[src/rtl/rdhs_pkg.sv]
package rdhs_pkg;

  localparam int IDX_REQ = 0;
  localparam int IDX_ACK = 1;
  localparam int N_IN    = 2;

  typedef struct packed {
    logic dtack;   // bus acknowledge
    logic lds;     // device strobe
    logic d;       // latch enable
    logic csc;     // hidden phase bit: set with latch, cleared with strobe drop
  } hs_state_t;

  localparam hs_state_t HS_RESET = '{dtack: 1'b0, lds: 1'b0, d: 1'b0, csc: 1'b0};

  // Legality of synchronized input edges for a given state.
  function automatic logic req_rise_ok(hs_state_t s);
    return !s.dtack && !s.d;
  endfunction

  function automatic logic req_fall_ok(hs_state_t s);
    return s.dtack;
  endfunction

  function automatic logic ack_rise_ok(hs_state_t s);
    return s.lds && !s.csc;
  endfunction

  function automatic logic ack_fall_ok(hs_state_t s);
    return !s.lds;
  endfunction

  // Device return window: strobe still high, phase bit set, bus side released.
  function automatic logic in_return(hs_state_t s);
    return s.lds && s.csc && !s.d && !s.dtack;
  endfunction

  // One step of the handshake machine.
  function automatic hs_state_t hs_step(hs_state_t s, logic req, logic ack,
                                        logic lag_done);
    hs_state_t n;
    n = s;
    if (req && !ack && !s.lds && !s.csc && !s.d && !s.dtack)
      n.lds = 1'b1;
    if (req && ack && s.lds && !s.csc && !s.d && !s.dtack) begin
      n.d   = 1'b1;
      n.csc = 1'b1;
    end
    if (req && s.d && !s.dtack)
      n.dtack = 1'b1;
    if (!req && s.d && s.dtack)
      n.d = 1'b0;
    if (s.dtack && !s.d && s.csc)
      n.dtack = 1'b0;
    if (lag_done) begin
      n.lds = 1'b0;
      n.csc = 1'b0;
    end
    return n;
  endfunction

endpackage

[src/rtl/rdhs_sync.sv]
module rdhs_sync #(
  parameter int STAGES = 2,
  parameter int WIDTH  = 1
) (
  input  logic             clk,
  input  logic             rst_n,
  input  logic [WIDTH-1:0] d_i,
  output logic [WIDTH-1:0] q_o
);
  logic [WIDTH-1:0] chain [STAGES];

  for (genvar g = 0; g < STAGES; g++) begin : g_stage
    if (g == 0) begin : g_first
      always_ff @(posedge clk or negedge rst_n) begin
        if (!rst_n) chain[g] <= '0;
        else        chain[g] <= d_i;
      end
    end else begin : g_next
      always_ff @(posedge clk or negedge rst_n) begin
        if (!rst_n) chain[g] <= '0;
        else        chain[g] <= chain[g-1];
      end
    end
  end

  assign q_o = chain[STAGES-1];
endmodule

[src/rtl/rdhs_edge.sv]
module rdhs_edge #(
  parameter int WIDTH = 1
) (
  input  logic             clk,
  input  logic             rst_n,
  input  logic [WIDTH-1:0] sig_i,
  output logic [WIDTH-1:0] rise_o,
  output logic [WIDTH-1:0] fall_o
);
  logic [WIDTH-1:0] prev_q;

  always_ff @(posedge clk or negedge rst_n) begin
    if (!rst_n) prev_q <= '0;
    else        prev_q <= sig_i;
  end

  assign rise_o = sig_i & ~prev_q;
  assign fall_o = ~sig_i & prev_q;
endmodule

[src/rtl/rdhs_guard.sv]
module rdhs_guard
  import rdhs_pkg::*;
(
  input  hs_state_t st_i,
  input  logic      req_rise_i,
  input  logic      req_fall_i,
  input  logic      ack_rise_i,
  input  logic      ack_fall_i,
  output logic      bad_o
);
  logic bad_req_up, bad_req_dn, bad_ack_up, bad_ack_dn;

  assign bad_req_up = req_rise_i && !req_rise_ok(st_i);
  assign bad_req_dn = req_fall_i && !req_fall_ok(st_i);
  assign bad_ack_up = ack_rise_i && !ack_rise_ok(st_i);
  assign bad_ack_dn = ack_fall_i && !ack_fall_ok(st_i);
  assign bad_o      = bad_req_up || bad_req_dn || bad_ack_up || bad_ack_dn;
endmodule

[src/rtl/rdhs_lag_timer.sv]
module rdhs_lag_timer #(
  parameter int LAG = 3
) (
  input  logic clk,
  input  logic rst_n,
  input  logic en_i,
  output logic done_o
);
  localparam int CW = (LAG > 1) ? $clog2(LAG) : 1;
  localparam logic [CW-1:0] LAST = CW'(LAG - 1);

  logic [CW-1:0] cnt_q;

  assign done_o = en_i && (cnt_q == LAST);

  always_ff @(posedge clk or negedge rst_n) begin
    if (!rst_n)       cnt_q <= '0;
    else if (!en_i)   cnt_q <= '0;
    else if (!done_o) cnt_q <= cnt_q + 1'b1;
  end
endmodule

[src/rtl/rd_handshake_ctrl.sv]
module rd_handshake_ctrl
  import rdhs_pkg::*;
#(
  parameter int SYNC_STAGES = 2,
  parameter int STROBE_LAG  = 3
) (
  input  logic clk,
  input  logic rst_n,
  input  logic bus_req_i,
  input  logic dev_ack_i,
  output logic bus_ack_o,
  output logic dev_strobe_o,
  output logic latch_en_o,
  output logic proto_err_o
);
  logic [N_IN-1:0] raw_in, syn_in, in_rise, in_fall;
  logic req_s, ack_s;
  hs_state_t st_q, st_d;
  logic err_q, bad_evt, lag_en, lag_done;
  logic csc_w;

  assign raw_in[IDX_REQ] = bus_req_i;
  assign raw_in[IDX_ACK] = dev_ack_i;

  rdhs_sync #(.STAGES(SYNC_STAGES), .WIDTH(N_IN)) u_sync (
    .clk(clk), .rst_n(rst_n), .d_i(raw_in), .q_o(syn_in));

  assign req_s = syn_in[IDX_REQ];
  assign ack_s = syn_in[IDX_ACK];

  rdhs_edge #(.WIDTH(N_IN)) u_edge (
    .clk(clk), .rst_n(rst_n), .sig_i(syn_in), .rise_o(in_rise), .fall_o(in_fall));

  rdhs_guard u_guard (
    .st_i(st_q),
    .req_rise_i(in_rise[IDX_REQ]), .req_fall_i(in_fall[IDX_REQ]),
    .ack_rise_i(in_rise[IDX_ACK]), .ack_fall_i(in_fall[IDX_ACK]),
    .bad_o(bad_evt));

  assign lag_en = in_return(st_q) && !err_q && !bad_evt;

  rdhs_lag_timer #(.LAG(STROBE_LAG)) u_lag (
    .clk(clk), .rst_n(rst_n), .en_i(lag_en), .done_o(lag_done));

  always_comb begin
    if (err_q || bad_evt) st_d = st_q;
    else                  st_d = hs_step(st_q, req_s, ack_s, lag_done);
  end

  always_ff @(posedge clk or negedge rst_n) begin
    if (!rst_n) begin
      st_q  <= HS_RESET;
      err_q <= 1'b0;
    end else begin
      st_q  <= st_d;
      err_q <= err_q || bad_evt;
    end
  end

  assign csc_w        = st_q.csc;
  assign bus_ack_o    = st_q.dtack;
  assign dev_strobe_o = st_q.lds;
  assign latch_en_o   = st_q.d;
  assign proto_err_o  = err_q;
endmodule

[config.mk]
export PLATFORM = sky130hd
export DESIGN_NAME = rd_handshake_ctrl
export DESIGN_NICKNAME = d
export VERILOG_FILES = /design/src/rtl/rdhs_pkg.sv /design/src/rtl/rdhs_sync.sv /design/src/rtl/rdhs_edge.sv /design/src/rtl/rdhs_guard.sv /design/src/rtl/rdhs_lag_timer.sv /design/src/rtl/rd_handshake_ctrl.sv
export SDC_FILE = /design/constraint.sdc
export NUM_CORES = 1
export LEC_CHECK = 0
export BUFFER_PORTS_ARGS = -buffer_cell sky130_fd_sc_hd__buf_4
export CORE_MARGIN = 4
export CORE_UTILIZATION = 32
export DETAILED_ROUTE_END_ITERATION = 10
export GPL_TIMING_DRIVEN = 1
export SYNTH_ARGS = -nofsm -noshare
export SYNTH_HDL_FRONTEND = slang
export SYNTH_SLANG_ARGS = --single-unit
[constraint.sdc]
create_clock -name clk -period 1.7 [get_ports clk]
set_input_delay 0.085 -clock clk [delete_from_list [all_inputs] [get_ports clk]]
set_output_delay 0.085 -clock clk [all_outputs]
set_load 0.01 [all_outputs]
### Word level (Yosys, flattened, before mapping)

Cells that the tools add are included.

| operators by class | value |
|---|---|
| add/sub/neg operators | 1 |
| reductions and logical operators | 50 |
| mux-type cells | 9 |
| eq/ne operators | 2 |
| bitwise gates (word level) | 5 |

Operator list:

| kind | number |
|---|---|
| $logic_and A1 B1 Y1 | 28 |
| $logic_not A1 Y1 | 10 |
| $reduce_and A2 Y1 | 4 |
| $reduce_bool A2 Y1 | 4 |
| $mux W1 | 6 |
| $mux W2 | 3 |
| $and A2 B2 Y2 | 2 |
| $logic_or A1 B1 Y1 | 4 |
| $not A2 Y2 | 2 |
| $add A2 B1 Y2 const B | 1 |
| $eq A2 B2 Y1 const B | 1 |
| $ne A2 B2 Y1 const B | 1 |
| $not A1 Y1 | 1 |

| word-level totals | value |
|---|---|
| word-level logic and storage cells | 76 |
| register bits | 13 |
| output and inout port bits | 4 |

### Longest topological paths before layout

Gate-level depths: netlist of the first run.

| depth | value |
|---|---|
| word-level depth | 12 |
| depth in mapped cells | 5 |

### Hierarchy

Synthesis of the first run repeated with hierarchy kept, for this count alone.

| second synthesis, totals | value |
|---|---|
| cell total of the unflattened synthesis | 51 |
| area total of the unflattened synthesis | 583.1 sq um |

Modules (own cells, without submodules):

| module | seq. area each (sq um) | instances | area each (sq um) | cells each |
|---|---|---|---|---|
| rd_handshake_ctrl | 125.1 | 1 | 239.0 | 23 |
| rdhs_sync | 100.1 | 1 | 115.1 | 6 |
| rdhs_lag_timer | 50.0 | 1 | 110.1 | 10 |
| rdhs_edge | 50.0 | 1 | 85.1 | 6 |
| rdhs_guard | 0.0 | 1 | 33.8 | 6 |

### Worst setup path before layout of the first run

OpenSTA, ideal clock, no wires.

| path | value |
|---|---|
| kind | register to register |
| start | register st_q (netlist bit dev_strobe_o) |
| end | register st_q (netlist bit bus_ack_o) |
| stages on the path, launching flop included | 5 |
| arrival | 1.100 ns |
| setup time | 0.080 ns |
| required time | 1.620 ns |
| path slack | 0.519 ns |
| path buffers | 0 |
| cell sequence | dfrtp_1 -> nor2b_4 -> o221a_4 -> a31o_1 -> o211ai_2 |

| between the ends | value |
|---|---|
| cells in the longest elaborated chain, start to end | 8 |
| elaborated cells between the ends (all ways) | 9 |
| classes of those cells | 1 x bitwise; 8 x reduce/logical |

Ends and longest elaborated chain:

| element | line | text |
|---|---|---|
| start, declared | rd_handshake_ctrl.sv:18 | `hs_state_t st_q, st_d;` |
| start signal, assigned | rd_handshake_ctrl.sv:55 | `st_q <= st_d;` |
| $logic_and A1 B1 Y1 | rdhs_pkg.sv:26 | `return s.lds && !s.csc;` |
| $logic_not A1 Y1 | rdhs_guard.sv:15 | `assign bad_ack_up = ack_rise_i && !ack_rise_ok(st_i);` |
| $logic_and A1 B1 Y1 | rdhs_guard.sv:15 |  |
| $logic_or A1 B1 Y1 | rdhs_guard.sv:17 | `assign bad_o = bad_req_up \|\| bad_req_dn \|\| bad_ack_up \|\| bad_ack_dn;` |
| $logic_or A1 B1 Y1 * | rdhs_guard.sv:17 |  |
| $logic_or A1 B1 Y1 * | rd_handshake_ctrl.sv:46 | `if (err_q \|\| bad_evt) st_d = st_q;` |
| $not A1 Y1 (no line) * | - |  |
| $reduce_and A2 Y1 (no line) * | - |  |

Every way passes the cells marked *; elsewhere a longest branch is shown, timed or not.
A chain may end at the register's enable or synchronous reset.

### Final worst setup path of the first run

| path | value |
|---|---|
| start | register st_q (netlist bit dev_strobe_o) |
| end | register u_lag.cnt_q[0] |

| between the ends | value |
|---|---|
| cells in the longest elaborated chain, start to end | 9 |
| elaborated cells between the ends (all ways) | 15 |
| classes of those cells | 1 x eq/ne; 1 x mux; 13 x reduce/logical |

Ends and longest elaborated chain:

| element | line | text |
|---|---|---|
| $logic_and A1 B1 Y1 | rdhs_pkg.sv:26 |  |
| $logic_not A1 Y1 | rdhs_guard.sv:15 |  |
| $logic_and A1 B1 Y1 | rdhs_guard.sv:15 |  |
| $logic_or A1 B1 Y1 (2 in a row) | rdhs_guard.sv:17 |  |
| $logic_not A1 Y1 | rd_handshake_ctrl.sv:40 | `assign lag_en = in_return(st_q) && !err_q && !bad_evt;` |
| $logic_and A1 B1 Y1 * | rd_handshake_ctrl.sv:40 |  |
| $logic_and A1 B1 Y1 | rdhs_lag_timer.sv:14 | `assign done_o = en_i && (cnt_q == LAST);` |
| $ne A2 B2 Y1 (no line) | - |  |
| end signal, assigned | rdhs_lag_timer.sv:19 | `else if (!done_o) cnt_q <= cnt_q + 1'b1;` |
| end, declared | rdhs_lag_timer.sv:12 | `logic [CW-1:0] cnt_q;` |

Marked as above.

==> impl_metrics.json, run 1 <==
{
  "status": "completed",
  "grtUsageTotal_pct": 8.95,
  "area_growth_pct": 24.4,
  "drt_wl_total_um": 918,
  "hold_violations": 0,
  "clkLatencyLatePin_ns": 0.27,
  "fin_crit_sh_pct": 72.2,
  "cts_tree": "done",
  "cts-resized-gates": 0,
  "grt_pass1_vias": 402,
  "clkSlewWorstSetupHoldPaths_ns": 0.08,
  "synthCells": 48,
  "grt_pass1_wl_um": 1710,
  "cts_inserted_buffers": 3,
  "numPortBuffers": 7,
  "cp_top_family": "simple AND/OR/NAND/NOR gates",
  "antenna_found_initial": 0,
  "cpMaxStageDelayCell": "dfrtp_1",
  "setup_violations": 0,
  "layout_commonest_cell": "dfrtp_1",
  "wl_met2_um": 433,
  "rows": 14,
  "met1_length_um": 439,
  "path_cells": "nor2b_4, o22ai_2, nor3_2, and3_1",
  "core_area_mm2": 0.00159,
  "fmaxAchievable_mhz": 815,
  "crit_fanout": 7,
  "fin_setup_tns_ns": 0,
  "overflow": 0,
  "critical_path_class": "flop to flop",
  "fin_nets": 68,
  "cp.required_ns": 1.91,
  "synth_nets": 53,
  "drt_iter0_markers": 15,
  "drive_gt1_share_pct": 27.4,
  "powerDensity_mw_per_mm2": 818,
  "ys_ff_latch": 13,
  "dr_wl_met3_um": 45,
  "nFillCells": 145,
  "cap_violations": 0,
  "slowest_delay_ns": 0.45,
  "worstPathArrival_ns": 1.43,
  "viasPerCell": 4.67,
  "ios": 8,
  "hpwl_um": 710,
  "num_antenna_cells": 0,
  "clock-sinks": 13,
  "final_cells": 86,
  "yosysSeqAreaShare_pct": 57.1,
  "cp-start-kind": "flop",
  "yosysWarnings": 0,
  "worst_pin_slew_ns": 0.241,
  "routedWlPerCell_um": 10.7,
  "critPathCaptureType": "flop",
  "place_inst": 79,
  "maxSlewHeadroom_pct": 83.9,
  "grt_max_degree": 14,
  "die_area_mm2": 0.00252,
  "ant_nets": 0,
  "firstDrtPassIters": 4,
  "hold_class": "primary input to asynchronous set/reset pin",
  "period_needed_ns": 1.23,
  "rsz0062_at_grt": "false",
  "via_count": 402,
  "avgSynthCellArea_um2": 11.9,
  "fin_skew_ns": 0.00275,
  "drc": 0,
  "dr.max_layer_used": "met3",
  "max-vdd-ir-drop_v": 0.000503,
  "slew_viol_final": 0,
  "dieWidth_um": 50.2,
  "path_buf_inv": 0,
  "gp_congestion": 0.677,
  "syn_area_um2": 569,
  "die_h_um": 50.2,
  "htreeDepth": 1,
  "start_util_pct": 35.7,
  "clock_path_buffers": 2,
  "cts_root_buf": "clkbuf_4",
  "power_leakage_nw": 0.308,
  "final_cell_mix": "13 x dfrtp_1, 7 x buf_4, 6 x inv_1",
  "yosys.cell_types.count": 21,
  "finalPower_uw": 579
}
## report_power, final
part	internal, mW	switching, mW
clock	0.0907	0.0934
sequential	0.322	0.0170
combinational	0.0286	0.0268
## final timing paths
check	from	end	slack (ns)	cells after the start
setup reg to reg	dev_strobe_o	u_lag.cnt_q[0]	0.47	4
hold reg to reg	u_sync.chain[2]	u_sync.q_o[0]	0.35	0
setup / recovery	dev_strobe_o	u_lag.cnt_q[0]	0.47	4
max in group asynchronous	rst_n	u_lag.cnt_q[1]	1.35	2
hold / removal	rst_n	u_edge.prev_q[0]	0.19	2
min in group clk	u_sync.chain[2]	u_sync.q_o[0]	0.35	0
## layer usage
metal	vias to the layer above	track usage, %
li1	198	-
met1	198	11.2
met2	6	13.9
met3	0	2.96
met4	0	4.15
met5	-	0
## cell families after synthesis
family          synth area share [%]
flops                           57.1
compound gates                  16.0
buf+inv                         3.96
xor+xnor                        1.54
fa+ha+maj                       2.20
simple gates                    19.1
## state kept, by name, summed over array words and instances, names as in the netlist
register	cells
latch_en_o	1
bus_ack_o	1
dev_strobe_o	1
u_sync.chain	2
proto_err_o	1
u_sync.q_o	2
csc_w	1
u_edge.prev_q	2
u_lag.cnt_q	2
## cells in the mapped netlist
cell	instances	area, um2
o221a_4	1	20.0
nand2b_1	2	12.5
nor3_2	2	20.0
nand4_1	2	12.5
a31o_1	1	8.76
ha_1	1	12.5
o22ai_2	1	12.5
a32oi_1	1	8.76
and3_1	2	12.5
o221ai_1	1	8.76
o21ai_0	2	10.0
xnor2_1	1	8.76
dfrtp_1	13	325
inv_1	6	22.5
nand2b_2	1	8.76
nor2b_4	1	13.8
nor2_1	1	3.75
nor3_1	2	10.0
nand2_1	4	15.0
o211ai_2	1	12.5
a21oi_1	2	10.0
## final cells by class
cell class | count | area (um2) | area share, %
Clock buffer | 4 | 26.3 | 3.71
Inverter | 6 | 22.5 | 3.18
Multi-Input combinational cell | 29 | 221 | 31.3
Sequential cell | 13 | 325 | 45.9
Tap cell | 24 | 30.0 | 4.24
Timing Repair Buffer | 10 | 82.6 | 11.7
## repair_timing
item / 4_1_cts / 5_1_grt
setup buffers: 0 / 0
endpoints found under the hold margin: 15 / 0
setup endpoints to repair: 0 / 0
hold buffers: 3 / 0
## metrics by stage
step	util, %	area (um2)	worst slack [ns]	hold WS, ns
CTS	44.4	708	0.444	0.184
global route	44.4	708	0.314	0.196
detailed placement	40.9	652	0.467	-0.0586
global placement	40.9	652	0.444	-0.0623
finish	44.4	708	0.473	0.190
floorplan	-	569	0.519	-0.211
Power figures use the tool's default switching activity.
==> inputs of run 2 (changes only) <==
clock period = 1.1 ns   (was 1.7 ns; I/O delays follow)
==> impl_metrics.json, run 2 (synthesized netlist as in run 1, its figures left out) <==
{
  "area_growth_pct": 45.5,
  "firstDrtPassIters": 3,
  "cts_root_buf": "clkbuf_4",
  "numPortBuffers": 7,
  "die_h_um": 50.2,
  "finalPower_uw": 964,
  "viasPerCell": 4.46,
  "gp_congestion": 0.727,
  "antenna_found_initial": 0,
  "clock_path_buffers": 2,
  "cts_tree": "done",
  "via_count": 437,
  "crit_fanout": 4,
  "drt_iter0_markers": 6,
  "die_area_mm2": 0.00252,
  "powerDensity_mw_per_mm2": 1160,
  "ant_nets": 0,
  "fin_skew_ns": 0.000619,
  "dpl_cell_area_um2": 713,
  "p_sw_share_pct": 25.0,
  "hold_violations": 0,
  "cp.required_ns": 1.04,
  "critPathCaptureType": "primary output",
  "fmaxAchievable_mhz": 858,
  "critical_path_class": "flop to primary output",
  "combPwrFrac_pct": 15.0,
  "period_needed_ns": 1.17,
  "num_antenna_cells": 0,
  "cap_violations": 0,
  "power_leakage_nw": 0.373,
  "grt_pass1_wl_um": 1970,
  "fin_hold_ws_ns": 0.148,
  "drt_wl_total_um": 1100,
  "clkLatencyLatePin_ns": 0.28,
  "worst_pin_slew_ns": 0.200,
  "start_util_pct": 35.7,
  "grt_max_degree": 14,
  "worstPathArrival_ns": 1.11,
  "layout_commonest_cell": "buf_4",
  "fin_setup_tns_ns": -0.254,
  "cp-start-kind": "flop",
  "final_util_pct": 52.0,
  "htreeDepth": 1,
  "stdcell_area_um2": 828,
  "slew_viol_final": 0,
  "core_area_mm2": 0.00159,
  "rows": 14,
  "dieWidth_um": 50.2,
  "overflow": 0,
  "routedWlPerCell_um": 11.3,
  "grt_pass1_vias": 451,
  "maxSlewHeadroom_pct": 86.6,
  "clock-sinks": 13,
  "fin_crit_sh_pct": 106,
  "power.switching_uw": 241,
  "max-vdd-ir-drop_v": 0.000549,
  "cts_inserted_buffers": 3,
  "worst_slack_ns": -0.0657,
  "rsz0062_at_grt": "true",
  "rrSetupSlack_ns": -0.05,
  "drc": 0,
  "hpwl_um": 790,
  "violations": "negative setup slack",
  "status": "finished with violations",
  "drive_gt1_share_pct": 45.9,
  "final_cell_mix": "19 x buf_4, 11 x dfrtp_1, 5 x inv_1",
  "rr_endpoint": "u_lag.cnt_q[1]",
  "clockPowerShare_pct": 31.1,
  "grtUsageTotal_pct": 10.7,
  "rr_startpoint": "dev_strobe_o",
  "ios": 8,
  "seqPwrFrac_pct": 53.9,
  "r2r_cells": 4,
  "power.internal_uw": 723,
  "setup_violations": 6,
  "clkSlewWorstSetupHoldPaths_ns": 0.08,
  "hold_class": "primary input to asynchronous set/reset pin",
  "fin_nets": 80
}
[run 2: layout make-up]
type | instances | area (um2)
tap | 24 | 30.0
timing repair buffer | 22 | 173
sequential | 13 | 328
multi-input combinational | 29 | 249
fill | 131 | 766
clock buffer | 4 | 26.3
inverter | 6 | 22.5
[run 2: timing repair]
item | in CTS | in global routing
hold endpoints to repair | 15 | 0
gates resized for setup | 5 | 3
endpoints found under the setup margin | 6 | 7
buffers inserted | 1 | 3
pin swaps | 3 | 5
hold buffers | 3 | 0
[run 2: power groups by stage]
stage	clock network [mW]	registers, mW	logic [mW]
finish	0.299	0.520	0.145
global route	0.347	0.522	0.162
CTS	0.314	0.520	0.121
detailed placement	0	0.528	0.108
global placement	0	0.527	0.107
floorplan	0	0.533	0.0402
[run 2: critical path, stage by stage (launching register included)]
cell and delay (ns):
dfrtp_2 0.43, buf_4 0.14, buf_4 0.13, buf_4 0.13
[run 2: per-stage QoR]
step           setup slack, ns  instances
2_1_floorplan          -0.0305         48
3_3_place_gp           -0.0371         87
3_5_place_dp           -0.0527         87
4_1_cts                -0.0560         95
5_1_grt                 -0.150         98
6_report               -0.0657         98
[run 2: worst max path at each step]
| stage | depth (start not counted) | from | endpoint | slack, ns |
|---|---|---|---|---|
| floorplan | 4 | dev_strobe_o | bus_ack_o | -0.03 |
| global placement | 4 | latch_en_o | latch_en_o | -0.04 |
| detailed placement | 4 | u_edge.prev_q[1] | bus_ack_o | -0.05 |
| CTS | 5 | u_edge.prev_q[1] | u_lag.cnt_q[1] | -0.06 |
| global route | 4 | latch_en_o | u_lag.cnt_q[1] | -0.15 |
| finish | 3 | dev_strobe_o | dev_strobe_o | -0.07 |
[run 2: layer usage]
metal  vias to the layer above  share of wire [%]  track usage [%]
met4                         0                3.4             8.29
met2                         7                 49             16.3
met3                         5                3.1             2.66
met1                       204                 45             12.9
li1                        221                  -                -
met5                         -                  0                0
